`src/rtl/mon_avg_pkg.sv`:
```
package mon_avg_pkg;

  localparam int AVG_MAX_SHIFT = 7;
  localparam int CFG_W         = 8;
  localparam logic [CFG_W-1:0] CFG_RESET = 8'h40;

  localparam int BIT_MODE  = 1;
  localparam int BIT_IRQEN = 2;
  localparam int FLD_LO    = 5;

  typedef enum logic {ST_IDLE, ST_RUN} seq_state_t;

  // Priority decode of the averaging field into log2(sample count).
  function automatic logic [2:0] avg_shift(input logic [2:0] fld, input logic remote);
    logic [2:0] s;
    if (fld[2])      s = 3'd5;
    else if (fld[1]) s = 3'd4;
    else if (fld[0]) s = remote ? 3'd4 : 3'd0;
    else             s = remote ? 3'd7 : 3'd3;
    return s;
  endfunction

endpackage

```
`src/rtl/mon_avg_rst_sync.sv`:
```
module mon_avg_rst_sync (
  input  logic clk,
  input  logic rst_n,
  output logic rst_sync_n
);
  logic [1:0] sync_q;

  always_ff @(posedge clk or negedge rst_n) begin
    if (!rst_n) sync_q <= 2'b00;
    else        sync_q <= {sync_q[0], 1'b1};
  end

  assign rst_sync_n = sync_q[1];
endmodule

```
`src/rtl/mon_avg_cfg.sv`:
```
module mon_avg_cfg
  import mon_avg_pkg::*;
(
  input  logic             clk,
  input  logic             rst_n,
  input  logic             we,
  input  logic [CFG_W-1:0] wdata,
  input  logic             lock_set,
  output logic [CFG_W-1:0] cfg,
  output logic             locked
);
  logic [CFG_W-1:0] cfg_q, cfg_d;
  logic             lock_q, lock_d;
  logic             cfg_en;

  always_comb begin
    cfg_en = we && !lock_q;
    cfg_d  = cfg_en ? wdata : cfg_q;
    lock_d = lock_q || lock_set;
  end

  always_ff @(posedge clk or negedge rst_n) begin
    if (!rst_n) begin
      cfg_q  <= CFG_RESET;
      lock_q <= 1'b0;
    end else begin
      cfg_q  <= cfg_d;
      lock_q <= lock_d;
    end
  end

  assign cfg    = cfg_q;
  assign locked = lock_q;
endmodule

```
`src/rtl/mon_avg_fsm.sv`:
```
module mon_avg_fsm
  import mon_avg_pkg::*;
#(
  parameter int NUM_CH     = 6,
  parameter int NUM_REMOTE = 2,
  localparam int CH_W      = $clog2(NUM_CH)
) (
  input  logic            clk,
  input  logic            rst_n,
  input  logic            mode_cycle,
  input  logic            start,
  input  logic            smp_valid,
  input  logic [2:0]      avg_field,
  output logic [CH_W-1:0] ch_sel,
  output logic            busy,
  output logic            first,
  output logic [2:0]      shift,
  output logic            wr_en,
  output logic            pass_done
);
  localparam int CNT_W = AVG_MAX_SHIFT + 1;
  localparam logic [CH_W-1:0] CH_LAST = CH_W'(NUM_CH - 1);

  seq_state_t      st_q, st_d;
  logic [CH_W-1:0] ch_q, ch_d;
  logic [CNT_W-1:0] cnt_q, cnt_d, cnt_lim;
  logic [2:0]      shift_q, shift_d;
  logic            last;

  function automatic logic is_remote(input logic [CH_W-1:0] ch);
    return ch < CH_W'(NUM_REMOTE);
  endfunction

  always_comb begin
    cnt_lim = (CNT_W'(1) << shift_q) - CNT_W'(1);
    last    = (cnt_q == cnt_lim);
  end

  always_comb begin
    st_d      = st_q;
    ch_d      = ch_q;
    cnt_d     = cnt_q;
    shift_d   = shift_q;
    wr_en     = 1'b0;
    pass_done = 1'b0;
    unique case (st_q)
      ST_IDLE: begin
        ch_d  = '0;
        cnt_d = '0;
        if (!mode_cycle || start) begin
          st_d    = ST_RUN;
          shift_d = avg_shift(avg_field, is_remote('0));
        end
      end
      ST_RUN: begin
        if (smp_valid) begin
          if (last) begin
            wr_en = 1'b1;
            cnt_d = '0;
            if (ch_q == CH_LAST) begin
              pass_done = 1'b1;
              ch_d      = '0;
              if (mode_cycle) st_d = ST_IDLE;
              else            shift_d = avg_shift(avg_field, is_remote('0));
            end else begin
              ch_d    = ch_q + CH_W'(1);
              shift_d = avg_shift(avg_field, is_remote(ch_q + CH_W'(1)));
            end
          end else begin
            cnt_d = cnt_q + CNT_W'(1);
          end
        end
      end
      default: st_d = ST_IDLE;
    endcase
  end

  always_ff @(posedge clk or negedge rst_n) begin
    if (!rst_n) begin
      st_q    <= ST_IDLE;
      ch_q    <= '0;
      cnt_q   <= '0;
      shift_q <= '0;
    end else begin
      st_q    <= st_d;
      ch_q    <= ch_d;
      cnt_q   <= cnt_d;
      shift_q <= shift_d;
    end
  end

  assign ch_sel = ch_q;
  assign busy   = (st_q == ST_RUN);
  assign first  = (cnt_q == '0);
  assign shift  = shift_q;
endmodule

```
`src/rtl/mon_avg_accum.sv`:
```
module mon_avg_accum
  import mon_avg_pkg::*;
#(
  parameter int SAMPLE_W = 10
) (
  input  logic                clk,
  input  logic                rst_n,
  input  logic                en,
  input  logic                first,
  input  logic [2:0]          shift,
  input  logic [SAMPLE_W-1:0] sample,
  output logic [SAMPLE_W-1:0] result
);
  localparam int ACC_W = SAMPLE_W + AVG_MAX_SHIFT;

  logic [ACC_W-1:0] acc_q, acc_d, sum;

  always_comb begin
    sum    = (first ? '0 : acc_q) + ACC_W'(sample);
    result = SAMPLE_W'(sum >> shift);
    acc_d  = en ? sum : acc_q;
  end

  always_ff @(posedge clk or negedge rst_n) begin
    if (!rst_n) acc_q <= '0;
    else        acc_q <= acc_d;
  end
endmodule

```
`src/rtl/mon_avg_bank.sv`:
```
module mon_avg_bank #(
  parameter int SAMPLE_W = 10,
  parameter int NUM_CH   = 6,
  localparam int CH_W    = $clog2(NUM_CH)
) (
  input  logic                       clk,
  input  logic                       rst_n,
  input  logic                       wr_en,
  input  logic [CH_W-1:0]            wr_ch,
  input  logic [SAMPLE_W-1:0]        wr_data,
  output logic [NUM_CH*SAMPLE_W-1:0] rd_flat
);
  for (genvar i = 0; i < NUM_CH; i++) begin : g_rd
    logic [SAMPLE_W-1:0] val_q, val_d;
    logic                sel;

    always_comb begin
      sel   = wr_en && (wr_ch == CH_W'(i));
      val_d = sel ? wr_data : val_q;
    end

    always_ff @(posedge clk or negedge rst_n) begin
      if (!rst_n) val_q <= '0;
      else        val_q <= val_d;
    end

    assign rd_flat[i*SAMPLE_W +: SAMPLE_W] = val_q;
  end
endmodule

```
`src/rtl/mon_avg_seq.sv`:
```
module mon_avg_seq
  import mon_avg_pkg::*;
#(
  parameter int SAMPLE_W   = 10,
  parameter int NUM_CH     = 6,
  parameter int NUM_REMOTE = 2,
  localparam int CH_W      = $clog2(NUM_CH)
) (
  input  logic                       clk,
  input  logic                       rst_n,
  input  logic                       cfg_we,
  input  logic [CFG_W-1:0]           cfg_wdata,
  input  logic                       cfg_lock,
  output logic [CFG_W-1:0]           cfg_rdata,
  output logic                       cfg_locked,
  input  logic                       start,
  input  logic                       smp_valid,
  input  logic [SAMPLE_W-1:0]        smp_data,
  output logic [CH_W-1:0]            ch_sel,
  output logic                       busy,
  output logic                       rd_upd,
  output logic [CH_W-1:0]            rd_ch,
  output logic [NUM_CH*SAMPLE_W-1:0] rd_data,
  output logic                       irq
);
  logic                rst_sync_n;
  logic [CFG_W-1:0]    cfg;
  logic                first, wr_en, pass_done, busy_i;
  logic [2:0]          shift;
  logic [CH_W-1:0]     ch_i;
  logic [SAMPLE_W-1:0] avg_val;
  logic                acc_en;

  logic                upd_q, upd_d, irq_q, irq_d;
  logic [CH_W-1:0]     upd_ch_q, upd_ch_d;

  mon_avg_rst_sync u_rst (
    .clk(clk), .rst_n(rst_n), .rst_sync_n(rst_sync_n)
  );

  mon_avg_cfg u_cfg (
    .clk(clk), .rst_n(rst_sync_n), .we(cfg_we), .wdata(cfg_wdata),
    .lock_set(cfg_lock), .cfg(cfg), .locked(cfg_locked)
  );

  mon_avg_fsm #(.NUM_CH(NUM_CH), .NUM_REMOTE(NUM_REMOTE)) u_fsm (
    .clk(clk), .rst_n(rst_sync_n),
    .mode_cycle(cfg[BIT_MODE]), .start(start), .smp_valid(smp_valid),
    .avg_field(cfg[FLD_LO +: 3]),
    .ch_sel(ch_i), .busy(busy_i), .first(first), .shift(shift),
    .wr_en(wr_en), .pass_done(pass_done)
  );

  always_comb acc_en = smp_valid && busy_i;

  mon_avg_accum #(.SAMPLE_W(SAMPLE_W)) u_acc (
    .clk(clk), .rst_n(rst_sync_n), .en(acc_en), .first(first),
    .shift(shift), .sample(smp_data), .result(avg_val)
  );

  mon_avg_bank #(.SAMPLE_W(SAMPLE_W), .NUM_CH(NUM_CH)) u_bank (
    .clk(clk), .rst_n(rst_sync_n), .wr_en(wr_en), .wr_ch(ch_i),
    .wr_data(avg_val), .rd_flat(rd_data)
  );

  always_comb begin
    upd_d    = wr_en;
    upd_ch_d = wr_en ? ch_i : upd_ch_q;
    irq_d    = pass_done && cfg[BIT_IRQEN];
  end

  always_ff @(posedge clk or negedge rst_sync_n) begin
    if (!rst_sync_n) begin
      upd_q    <= 1'b0;
      upd_ch_q <= '0;
      irq_q    <= 1'b0;
    end else begin
      upd_q    <= upd_d;
      upd_ch_q <= upd_ch_d;
      irq_q    <= irq_d;
    end
  end

  assign cfg_rdata = cfg;
  assign ch_sel    = ch_i;
  assign busy      = busy_i;
  assign rd_upd    = upd_q;
  assign rd_ch     = upd_ch_q;
  assign irq       = irq_q;
endmodule

```
`config.mk`:
```
export PLATFORM = sky130hd
export DESIGN_NAME = mon_avg_seq
export DESIGN_NICKNAME = d
export VERILOG_FILES = /design/src/rtl/mon_avg_pkg.sv /design/src/rtl/mon_avg_rst_sync.sv /design/src/rtl/mon_avg_cfg.sv /design/src/rtl/mon_avg_fsm.sv /design/src/rtl/mon_avg_accum.sv /design/src/rtl/mon_avg_bank.sv /design/src/rtl/mon_avg_seq.sv
export SDC_FILE = /design/constraint.sdc
export NUM_CORES = 1
export LEC_CHECK = 0
export BUFFER_PORTS_ARGS = -buffer_cell sky130_fd_sc_hd__buf_4
export CELL_PAD_IN_SITES_DETAIL_PLACEMENT = 1
export CELL_PAD_IN_SITES_GLOBAL_PLACEMENT = 2
export CORE_MARGIN = 5
export CORE_UTILIZATION = 38
export CTS_CLUSTER_DIAMETER = 60
export DETAILED_ROUTE_END_ITERATION = 16
export PLACE_DENSITY = 0.84
export SKIP_CTS_REPAIR_TIMING = 1
export SLEW_MARGIN = 20
export SYNTH_ARGS = -nofsm -noshare
export SYNTH_HDL_FRONTEND = slang
export SYNTH_HIERARCHICAL = 1
export SYNTH_SLANG_ARGS = --single-unit
```
`constraint.sdc`:
```
create_clock -name clk -period 3.7 [get_ports clk]
set_input_delay 0.185 -clock clk [delete_from_list [all_inputs] [get_ports clk]]
set_output_delay 0.185 -clock clk [all_outputs]
set_load 0.02 [all_outputs]
```
==> flow_summary.json <==
{
  "grt_max_degree": 81,
  "clockRootBuffer": "clkbuf_16",
  "crit_path_start_kind": "flop",
  "p_seq_share_pct": 23.2,
  "cp_common_cell": "ha_4",
  "cts_max_level": 3,
  "drive_above_1_share_pct": 50.6,
  "grtUsageTotal_pct": 19.1,
  "slew_violations": 0,
  "reg2reg_depth": 16,
  "vias": 4947,
  "synth_area_leader_cell": "dfrtp_1",
  "r2r_slack_ns": -0.55,
  "drtIter0Drc": 179,
  "numPortBuffers": 101,
  "rsz0062_at_grt": "true",
  "worstSetupPathType": "reg -> reg",
  "ys_ff_latch": 108,
  "placementRows": 46,
  "synth-edff-count": 0,
  "drc": 0,
  "initial_core_util_pct": 38.9,
  "p_int_mw": 4.73,
  "cts_buffer_depth": 2,
  "preCtsSetupSlack_ns": -0.585,
  "antenna_left": 0,
  "worstPathArrival_ns": 4.49,
  "worstHoldPathCells": 2,
  "grt_pass1_vias": 5378,
  "wl_per_cell_um": 20.7,
  "synthFlopType": "dfrtp_1",
  "drv_cap": 0,
  "place.gp.congestion": 0.800,
  "power_frac_clock_pct": 11.5,
  "crit_fanout": 6,
  "final_nets": 728,
  "cts_tree": "done",
  "cp-end-kind": "flop",
  "cp_cell_sequence": "inv_2, ha_4, or4b_4, nor4_4, buf_6, nor2b_4, ha_4, fa_2, a21o_1, a221o_2, a21o_4, xnor2_4, mux4_2, nor2_4, a21oi_4, mux2_4",
  "finalWorstSetupSlack_ns": -0.553,
  "status": "finished, violations left",
  "hold_viol_final": 0,
  "hpwl_mm": 13.4,
  "r2r_start": "u_fsm/cnt_q[1]",
  "rr_endpoint": "u_bank/g_rd[3].val_q[3]",
  "syn_avg_cell_area_um2": 11.8,
  "path_clk_slew_ns": 0.08,
  "dieWidth_um": 138,
  "dieArea_um2": 19000,
  "p_leak_nw": 3.99,
  "switching_share_pct": 44.2,
  "insertion_delay_ns": 0.36,
  "fmax_mhz": 235,
  "p_sw_mw": 3.76,
  "async_flop_share_pct": 100,
  "hp-start": "cfg_lock",
  "finalSetupViolCount": 60,
  "fillers": 1700,
  "power_density_nw_per_um2": 1020,
  "utilization_pct": 52.1,
  "required_ns": 3.94,
  "seq_area_um2": 2710,
  "via_per_inst": 5.44,
  "tightest_slew_ns": 1.00,
  "synth_cell_types": 89,
  "synthCells": 525,
  "synth_nets": 564,
  "cts_sinks": 108,
  "min_period_ns": 4.25,
  "cpMaxStageDelayCell": "mux4_2",
  "ys_top_cells_by_area": "dfrtp_1, mux2_4, mux2_2",
  "peakVddDrop_mv": 0.378,
  "combinationalPowerShare_pct": 65.3,
  "dp.cells": 880,
  "seq_area_frac_synth_pct": 43.6,
  "hp-class": "in -> reg",
  "grt_pass1_wl_mm": 28.3,
  "drt-pass1-iter-count": 5,
  "n_antenna_cell": 0,
  "ios": 102,
  "die_h_um": 138,
  "antenna_found_initial": 0,
  "yosysTopAreaCellShare_pct": 43.2,
  "multiInputGateArea_um2": 3570,
  "period_share_pct": 115,
  "slew_headroom_pct": 33.1,
  "syn_to_final_growth_pct": 34.1,
  "slowest_delay_ns": 0.55,
  "grt_overflow_total": 0,
  "core_area_um2": 15900,
  "yosys_warnings": 6,
  "fin_worst_skew_ns": 0.0143,
  "cts-buffers-inserted": 9,
  "hold_path_end": "u_cfg/locked",
  "tns_ns": -26.33,
  "syn_area_um2": 6190,
  "violations": "negative setup slack",
  "wirelength_mm": 18.9,
  "instances_no_fill": 910
}
power groups by stage:
stage	Combinational (mW)	Sequential (mW)	Clock, mW
after CTS	4.88	1.98	1.01
final	5.54	1.97	0.975
after floorplan	2.80	2.23	0
after global routing	5.91	2.03	1.05
after global placement	4.65	1.97	0
after detailed placement	4.85	2.00	0
flip-flops by register name, indices dropped and copies added (netlist names):
signal / count
u_fsm/ch_sel: 3
u_acc/acc_q: 17
rd_upd: 1
u_fsm/busy: 1
u_cfg/locked: 1
irq: 1
u_fsm/shift: 3
u_rst/sync_q: 2
u_fsm/cnt_q: 8
u_bank/g_rd.val_q: 60
u_cfg/cfg: 8
rd_ch: 3
critical path: cells and delay by family (launching register included):
kind / cells / cell delay, ns
multiplexers: 2 / 0.86
flip-flops: 1 / 0.39
XOR/XNOR: 1 / 0.13
AND/OR/NAND/NOR: 4 / 0.86
buffers and inverters: 2 / 0.27
AO/OA/AOI/OAI: 4 / 0.94
adder cells (fa/ha/maj): 3 / 0.67
cells by family (layout without fill, tap and decap cells):
family | Yosys count | in the layout | share of synthesized area, %
AND/OR/NAND/NOR | 127 | 127 | 11.8
AO/OA/AOI/OAI | 108 | 108 | 13.5
flip-flops | 108 | 108 | 43.6
multiplexers | 103 | 103 | 21.6
buffers and inverters | 47 | 216 | 3.70
XOR/XNOR | 16 | 16 | 2.57
adder cells (fa/ha/maj) | 15 | 15 | 3.15
other | 1 | 1 | 0.0605
stage by stage:
| stage | cell area [µm²] | hold slack, ns | power [mW] |
|---|---|---|---|
| 6_report | 8310 | 0.0157 | 8.49 |
| 2_1_floorplan | 6270 | -0.111 | 5.02 |
| 3_3_place_gp | 7620 | -0.0330 | 6.62 |
| 3_5_place_dp | 7620 | -0.0307 | 6.84 |
| 4_1_cts | 7920 | -0.424 | 7.87 |
| 5_1_grt | 8310 | 0.00273 | 8.99 |
final cells by class:
cell class	count	area share (%)
well taps	216	3.25
repair buffers	181	16.8
clock buffers	10	2.88
multi-input cells	370	42.9
flip-flops and latches	108	32.6
clock inverters	6	0.753
inverters	19	0.858
cell usage in the layout, fill, tap and decap left out, types with 6 or more instances in the layout:
cell type  count
dfrtp_1      106
mux2_4        51
buf_4        176
and3_1         7
ha_1          12
nor2_1        19
a21oi_1       16
nor2b_1       12
clkbuf_16      9
xnor2_1        9
nand2_1       30
a21o_1         6
mux2_2        39
mux2i_1        6
o21ai_0       10
nand3_1        7
inv_1         15
nor3_1         6
synthesized netlist by cell type (all sizes together) (11+ instances only):
library cell	n
a21oi	23
and3	11
buf	15
clkbuf	13
dfrtp	107
ha	14
inv	18
mux2	92
nand2	30
nor2	22
nor2b	14
o21ai	16
xnor2	12
routing by layer:
metal / wire length [µm] / vias up / track usage [%]
met5: 0 / - / 0
met4: 142 / 0 / 3.10
met3: 685 / 14 / 4.13
met2: 10600 / 99 / 36.5
met1: 7410 / 2573 / 21.9
li1: - / 2261 / -
worst max path at each step:
stage	start	cells after the start	to	slack (ns)
6_report	u_fsm/cnt_q[1]	16	u_bank/g_rd[3].val_q[3]	-0.55
5_1_grt	u_fsm/cnt_q[0]	16	u_bank/g_rd[3].val_q[3]	-0.67
4_1_cts	u_fsm/cnt_q[1]	17	u_bank/g_rd[3].val_q[8]	-0.62
3_5_place_dp	u_fsm/cnt_q[1]	16	u_bank/g_rd[3].val_q[7]	-0.59
3_3_place_gp	u_fsm/cnt_q[1]	16	u_bank/g_rd[0].val_q[7]	-0.44
2_1_floorplan	u_fsm/cnt_q[0]	17	u_bank/g_rd[0].val_q[3]	-0.69
(Power assumes the default switching activity.)
